**src/rtl/nsq_pkg.sv**
```systemverilog
package nsq_pkg;

  typedef enum logic [1:0] {
    OP_LSL1 = 2'd0,
    OP_ASR2 = 2'd1,
    OP_LSR1 = 2'd2
  } shift_op_e;

  localparam int unsigned NUM_OPS = 4;

  // Fixed order of the shift chain; the result depends on this order.
  function automatic shift_op_e stage_op(input int unsigned idx);
    case (idx)
      0:       return OP_LSL1;
      1:       return OP_ASR2;
      2:       return OP_LSL1;
      default: return OP_LSR1;
    endcase
  endfunction

endpackage

```
**src/rtl/nsq_range.sv**
```systemverilog
module nsq_range #(
  parameter int unsigned EXP_W = 8,
  parameter int unsigned FLD_W = 32
) (
  input  logic [EXP_W-1:0] exp_i,
  input  logic [FLD_W-1:0] fld_i,
  output logic             oor_o
);
  logic exp_zero;
  logic exp_minus_one;
  logic sign_set;

  assign exp_zero      = (exp_i == '0);
  assign exp_minus_one = (exp_i == '1);
  assign sign_set      = fld_i[FLD_W-1];

  assign oor_o = sign_set | ~(exp_zero | exp_minus_one);
endmodule

```
**src/rtl/nsq_stage.sv**
```systemverilog
module nsq_stage #(
  parameter int unsigned       EXP_W      = 8,
  parameter int unsigned       FLD_W      = 32,
  parameter nsq_pkg::shift_op_e OP        = nsq_pkg::OP_LSL1,
  parameter bit                REGISTERED = 1'b1
) (
  input  logic             clk,
  input  logic             rst,
  input  logic             vld_i,
  input  logic [EXP_W-1:0] exp_i,
  input  logic [FLD_W-1:0] fld_i,
  input  logic             oor_i,
  output logic             vld_o,
  output logic [EXP_W-1:0] exp_o,
  output logic [FLD_W-1:0] fld_o,
  output logic             oor_o
);

  function automatic logic [FLD_W-1:0] f_lsl1(input logic [FLD_W-1:0] v);
    return {v[FLD_W-2:0], 1'b0};
  endfunction

  function automatic logic [FLD_W-1:0] f_asr2(input logic [FLD_W-1:0] v);
    return {{2{v[FLD_W-1]}}, v[FLD_W-1:2]};
  endfunction

  function automatic logic [FLD_W-1:0] f_lsr1(input logic [FLD_W-1:0] v);
    return {1'b0, v[FLD_W-1:1]};
  endfunction

  logic [FLD_W-1:0] shifted;

  generate
    if (OP == nsq_pkg::OP_LSL1) begin : g_lsl1
      assign shifted = f_lsl1(fld_i);
    end else if (OP == nsq_pkg::OP_ASR2) begin : g_asr2
      assign shifted = f_asr2(fld_i);
    end else begin : g_lsr1
      assign shifted = f_lsr1(fld_i);
    end
  endgenerate

  generate
    if (REGISTERED) begin : g_reg
      logic             vld_q;
      logic [EXP_W-1:0] exp_q;
      logic [FLD_W-1:0] fld_q;
      logic             oor_q;

      always_ff @(posedge clk) begin
        if (rst) begin
          vld_q <= 1'b0;
        end else begin
          vld_q <= vld_i;
        end
        exp_q <= exp_i;
        fld_q <= shifted;
        oor_q <= oor_i;
      end

      assign vld_o = vld_q;
      assign exp_o = exp_q;
      assign fld_o = fld_q;
      assign oor_o = oor_q;

      // a valid word advances exactly one stage per clock
      p_stage_adv_r1: assert property (@(posedge clk) disable iff (rst)
        vld_i |=> vld_o);
      // exponent is carried through the stage untouched
      p_stage_exp_r2: assert property (@(posedge clk) disable iff (rst)
        vld_i |=> exp_o == $past(exp_i));
      // a bubble stays a bubble
      p_stage_bubble_r7: assert property (@(posedge clk) disable iff (rst)
        !vld_i |=> !vld_o);
    end else begin : g_comb
      assign vld_o = vld_i;
      assign exp_o = exp_i;
      assign fld_o = shifted;
      assign oor_o = oor_i;
    end
  endgenerate

endmodule

```
**src/rtl/nsq_top.sv**
```systemverilog
module nsq_top #(
  parameter int unsigned EXP_W = 8,
  parameter int unsigned FLD_W = 32
) (
  input  logic                   clk,
  input  logic                   rst,
  input  logic                   in_valid,
  input  logic [EXP_W+FLD_W-1:0] in_word,
  output logic                   out_valid,
  output logic [EXP_W+FLD_W-1:0] out_word,
  output logic                   out_oor
);
  localparam int unsigned WORD_W = EXP_W + FLD_W;
  localparam int unsigned NOPS   = nsq_pkg::NUM_OPS;
  localparam int unsigned NREG   = NOPS - 1;

  logic             vld_s [0:NOPS];
  logic [EXP_W-1:0] exp_s [0:NOPS];
  logic [FLD_W-1:0] fld_s [0:NOPS];
  logic             oor_s [0:NOPS];

  logic             in_oor;

  nsq_range #(.EXP_W(EXP_W), .FLD_W(FLD_W)) u_range (
    .exp_i (in_word[WORD_W-1:FLD_W]),
    .fld_i (in_word[FLD_W-1:0]),
    .oor_o (in_oor)
  );

  assign vld_s[0] = in_valid;
  assign exp_s[0] = in_word[WORD_W-1:FLD_W];
  assign fld_s[0] = in_word[FLD_W-1:0];
  assign oor_s[0] = in_oor;

  generate
    for (genvar i = 0; i < NOPS; i++) begin : g_chain
      nsq_stage #(
        .EXP_W      (EXP_W),
        .FLD_W      (FLD_W),
        .OP         (nsq_pkg::stage_op(i)),
        .REGISTERED (i < NREG)
      ) u_stage (
        .clk   (clk),
        .rst   (rst),
        .vld_i (vld_s[i]),
        .exp_i (exp_s[i]),
        .fld_i (fld_s[i]),
        .oor_i (oor_s[i]),
        .vld_o (vld_s[i+1]),
        .exp_o (exp_s[i+1]),
        .fld_o (fld_s[i+1]),
        .oor_o (oor_s[i+1])
      );
    end
  endgenerate

  assign out_valid = vld_s[NOPS];
  assign out_word  = {exp_s[NOPS], fld_s[NOPS]};
  assign out_oor   = oor_s[NOPS];

  // the final shift always leaves a positive result
  p_sign_clear_r4: assert property (@(posedge clk) disable iff (rst)
    out_valid |-> !out_word[FLD_W-1]);

  // exponent at the output equals the one sampled three clocks earlier
  p_exp_pass_r2: assert property (@(posedge clk) disable iff (rst)
    out_valid |-> out_word[WORD_W-1:FLD_W] == $past(in_word[WORD_W-1:FLD_W], 3));

  // closed form of the four-shift chain
  p_field_r3: assert property (@(posedge clk) disable iff (rst)
    out_valid |-> out_word[FLD_W-2:0] ==
      {$past(in_word[FLD_W-2]), $past(in_word[FLD_W-2:1], 3)} ? 1'b1 :
      out_word[FLD_W-2:0] == {$past(in_word[FLD_W-2], 3), $past(in_word[FLD_W-2:1], 3)});

  // an in-range flag at the output implies an accepted exponent
  p_oor_exp_r5: assert property (@(posedge clk) disable iff (rst)
    (out_valid && !out_oor) |->
      (out_word[WORD_W-1:FLD_W] == '0 || out_word[WORD_W-1:FLD_W] == '1));

  // latency of three clocks when no reset intervened
  p_latency_r1: assert property (@(posedge clk) disable iff (rst)
    ($past(in_valid, 3) && !$past(rst, 1) && !$past(rst, 2) && !$past(rst, 3))
      |-> out_valid);

endmodule

```
**config.mk**
```make
export PLATFORM = sky130hd
export DESIGN_NAME = nsq_top
export DESIGN_NICKNAME = d
export VERILOG_FILES = /design/src/rtl/nsq_pkg.sv /design/src/rtl/nsq_range.sv /design/src/rtl/nsq_stage.sv /design/src/rtl/nsq_top.sv
export SDC_FILE = /design/constraint.sdc
export NUM_CORES = 1
export LEC_CHECK = 0
export BUFFER_PORTS_ARGS = -buffer_cell sky130_fd_sc_hd__buf_2
export CAP_MARGIN = 30
export CORE_MARGIN = 2
export CORE_UTILIZATION = 52
export DETAILED_ROUTE_END_ITERATION = 8
export GPL_ROUTABILITY_DRIVEN = 0
export PLACE_DENSITY = 0.77
export SYNTH_ARGS = -nofsm -noshare
export SYNTH_HDL_FRONTEND = slang
export SYNTH_HIERARCHICAL = 1
export SYNTH_SLANG_ARGS = --single-unit
```
**constraint.sdc**
```tcl
create_clock -name clk -period 2.56 [get_ports clk]
set_input_delay 0.128 -clock clk [delete_from_list [all_inputs] [get_ports clk]]
set_output_delay 0.128 -clock clk [all_outputs]
set_load 0.05 [all_outputs]
```
=== Word level (Yosys, flattened, before mapping) ===
Index checks and enable logic that the tools add are counted.

* Equal/unequal tests: 1
* Bitwise gates (word level): 3
* Reductions and logical operators: 1

{| class="wikitable"
|+ Operators with widths
! kind !! number
|-
| $eq A8 B8 Y1 const B || 1
|-
| $logic_not A8 Y1 || 1
|-
| $or A1 B1 Y1 || 2
|-
| $not A1 Y1 || 1
|}

* Bits in registers: 121
* Input port bits: 43
* Word-level logic and storage cells: 17
* Output and inout bits: 42

=== Longest topological paths before layout ===
* Depth after elaboration: 4
* Mapped depth: 3
* Gate-level depth less buffers: 3

=== Modules after synthesis ===
The synthesis kept the hierarchy.

{| class="wikitable"
|+ By module, submodules not included
! module !! cells each !! area each (µm²) !! seq. area each (µm²) !! instances
|-
| nsq_stage (g_chain[0].u_stage ...) || 44 || 845.8 || 820.8 || 2
|-
| nsq_stage (g_chain[1].u_stage) || 43 || 829.5 || 800.8 || 1
|-
| nsq_stage (g_chain[3].u_stage) || 43 || 319.1 || 0.0 || 1
|-
| nsq_range || 7 || 42.5 || 0.0 || 1
|}

=== Worst setup path after synthesis ===
OpenSTA, ideal clock, no wires.

* Kind: input-to-reg
* Start point: in in_word[39]
* End point: reg g_chain[0].u_stage.g_reg.oor_q
* Slack: 1.652 ns
* Buffers on the path: 0
* Required time: 2.441 ns
* Setup time: 0.119 ns
* Arrival time: 0.788 ns
* Stages: 3
* Cells stage by stage: or4_1 -> nor2_1 -> o21bai_1

* Longest elaborated chain between the ends: 4
* Elaborated cells on any way between the ends: 5
* Classes of those cells: eq/ne: 1; bitwise: 3; reduce/logical: 1

{| class="wikitable"
|+ RTL lines
! what !! RTL line !! RTL
|-
| from (decl) || nsq_top.sv:8 || <nowiki>input logic [EXP_W+FLD_W-1:0] in_word,</nowiki>
|-
| $eq A8 B8 Y1 / $logic_not A8 Y1 (equally long branches) || nsq_range.sv:14, nsq_range.sv:13 ||
|-
| $or A1 B1 Y1 * || nsq_range.sv:17 || <nowiki>assign oor_o = sign_set | ~(exp_zero | exp_minus_one);</nowiki>
|-
| $not A1 Y1 * || nsq_range.sv:17 ||
|-
| $or A1 B1 Y1 * || nsq_range.sv:17 ||
|-
| via in_oor || nsq_top.sv:22 || <nowiki>logic in_oor;</nowiki>
|-
| to (signal assigned) || nsq_stage.sv:58 || <nowiki>oor_q <= oor_i;</nowiki>
|-
| to (decl) || nsq_stage.sv:48 || <nowiki>logic oor_q;</nowiki>
|}

The timed path passes the listed nets; every way through them passes the cells marked *.
A chain may end at the register's enable or synchronous reset.

=== Worst setup path in the final report ===
Ends and elaborated chain as after synthesis.

==> results by stage <==
Global route:
- The number of antenna violations at the first check in global routing is 0.
- The first global-routing pass estimated 6.87 mm of wire.
- The total congestion overflow is 0.
- The global-route total usage across every layer is 0.163.
- The number of global-route vias before repair is 1525.
- Entering global routing, the biggest net connects 17 pins.

Floorplanning:
- The die is 77.8 um wide.
- The total die area is 6050 um^2.
- The site row count is 26.
- During I/O placement, the number of pins put on the boundary was 85.
- The initial core utilization is 0.548.
- The die is 77.8 um tall.
- The core footprint is 5170 um^2.

Pwr:
- The worst-case IR drop observed on VDD is 0.884 mV.
- In this run the static leakage power is 0.00185 uW.
- The ratio of total power to cell area is 1150 nW/um^2.

Timing:
- The final max-slew violation count came to 0.
- Setup repair after global routing left no endpoint under its margin.
- The number of hold violations in the final report is 0.
- The worst-case clock skew is 0.00572 ns.
- Based on the critical path, the design can be clocked at up to 820 MHz.
- In the final timing run, aggregate negative setup slack is 0 ns.
- The worst slack on hold paths is 0.266 ns.
- In the finished design, the share of the clock period the worst path needs comes to 0.476.
- Setup violations remaining at the end of the flow were counted as 0.
- In the post-route analysis, the smallest setup slack over all paths is 1.34 ns.
- The final critical delay including setup and external delays is 1.22 ns.

Critical path:
- The delay of the slowest cell on the worst path is 0.55 ns.
- The capturing element type of the critical path is a flip-flop.
- The combined buffer and inverter count along the critical path is 2.
- The biggest fanout along the worst timing path is 3.
- STA puts the critical path data required time at 2.94 ns.
- For this design, the slowest cell found on the critical path is sky130_fd_sc_hd__dlygate4sd3_1.
- The worst setup path is of the input pin to flip-flop kind.
- Grouping stages by cell kind, the critical path spends the most delay in simple AND/OR/NAND/NOR gates.
- The arrival time reported for the critical path endpoint is 1.60 ns.
- The critical path goes through dlygate4sd3_1 > buf_2 > or4_1 > nor2_1 > o21bai_1.
- The worst setup path is launched from an input pin.
- The register-to-register setup slack is 2.02 ns.

CTS:
- The clock passes through at most 2 buffers.
- TritonCTS built the clock tree.
- In this run, post-CTS repair resized a total of 0 instances.
- After clock tree synthesis, the clock-pin slew on the worst setup and hold paths is 0.05 ns.
- The worst-skew pair later-pin latency is 0.49 ns.
- TritonCTS created 17 clock buffers.
- The H-tree depth is 4.
- The library cell used as clock root buffer is sky130_fd_sc_hd__clkbuf_8.
- The number of clock sinks is 121.
- The post-CTS setup buffer count is 0.

Min path:
- The path class of the tightest hold or removal check is input pin to flip-flop.

Finish:
- In the final layout, the share of cells above drive strength 1 is 0.392.
- Compared with the post-synthesis result, the final layout area differs by 42.3%.
- The number of diodes added for antenna fixing is 0.
- The net total in the final layout is 318.
- Measured on the finished design, the core utilization comes to 0.779.

Run:
- The max-capacitance violation count is 0.

Drt:
- The routed layout has 1425 vias.
- After detailed routing, the number of vias per cell comes to 3.98.
- The post-detailed-route DRC marker count is 0.
- The count of nets left with antenna violations once routing finished came out at 0.
- Wires add up to 4.54 mm.
- The routed wire length per instance is 12.7 um.
- The first-iteration detailed-routing DRC count is 19.
- The first detailed-routing pass took 4 iterations.

Outcome:
- The flow ran to the end, and the final reports show no timing, DRC or antenna violations.

Synthesis:
- The mean instance size in the synthesized netlist is 16.2 um^2.
- The combined area of all synthesized cells is 2830 um^2.
- When the netlist entered floorplanning its net count stood at 218.
- The number of warning messages in the yosys log is 6.
- After technology mapping, the gate count stands at 175.

Place:
- The worst slack at placement is 1.46 ns.
- After legalization and detailed placement, the total HPWL measured 2.25 mm.
- Input and output buffers added on the ports amount to 82.
==> state kept, by name, summed over array words and instances (netlist names) <==
| signal | count |
|---|---|
| g_chain.u_stage/exp_o | 24 |
| g_chain.u_stage/fld_o | 91 |
| g_chain.u_stage/oor_o | 3 |
| g_chain.u_stage/vld_o | 3 |
==> cells in the final DEF (no fill, tap or decap), drive strengths merged <==
cell type and n:
dfxtp 121, nor2b 3, nand4 2, bufinv 4, nor2 2, o21bai 1, buf 82, clkinv 5
or4 2, clkbuf 23, conb 1, dlygate4sd3 42
==> where the power goes <==
group,leakage (uW),switching (uW),internal (uW)
clock network,0.000300,746,1620
logic,0.000528,158,89.4
registers,0.00102,22.3,1980
==> cell type report <==
type | instances | area (um^2)
clock inverter | 9 | 145
tap | 70 | 87.6
multi-input combinational | 11 | 87.6
fill | 298 | 1140
timing repair buffer | 124 | 831
sequential | 121 | 2420
clock buffer | 23 | 457
==> metrics by stage <==
stage	instance area (um^2)	power [uW]	std cells
global route	4030	4770	358
CTS	4030	4660	358
finish	4030	4620	358
detailed placement	3010	2240	284
floorplan	2830	2210	175
global placement	3010	2230	284
==> timing repair <==
item                                    CTS  global route
endpoints found under the hold margin    42             0
hold buffers                             42             0
endpoints found under the setup margin    0             0
==> worst paths after layout <==
path,from,to,depth (start not counted)
max,in_word[39],g_chain[0].u_stage/oor_o$_DFF_P_,5
min,in_word[10],g_chain[0].u_stage/fld_o[11]$_DFF_P_,2
max reg2reg,g_chain[0].u_stage/vld_o$_SDFF_PP0_,g_chain[1].u_stage/vld_o$_SDFF_PP0_,1
min reg2reg,g_chain[1].u_stage/fld_o[27]$_DFF_P_,g_chain[2].u_stage/fld_o[28]$_DFF_P_,0
==> routing by layer <==
layer | global-route usage | wire length, um | vias to the layer above
met5 | 0 | 0 | -
met4 | 0.0964 | 38 | 0
met3 | 0.0895 | 321 | 5
met2 | 0.289 | 2520 | 63
met1 | 0.143 | 1650 | 653
li1 | - | - | 704
No activity file was read; power rests on OpenSTA's default activity.
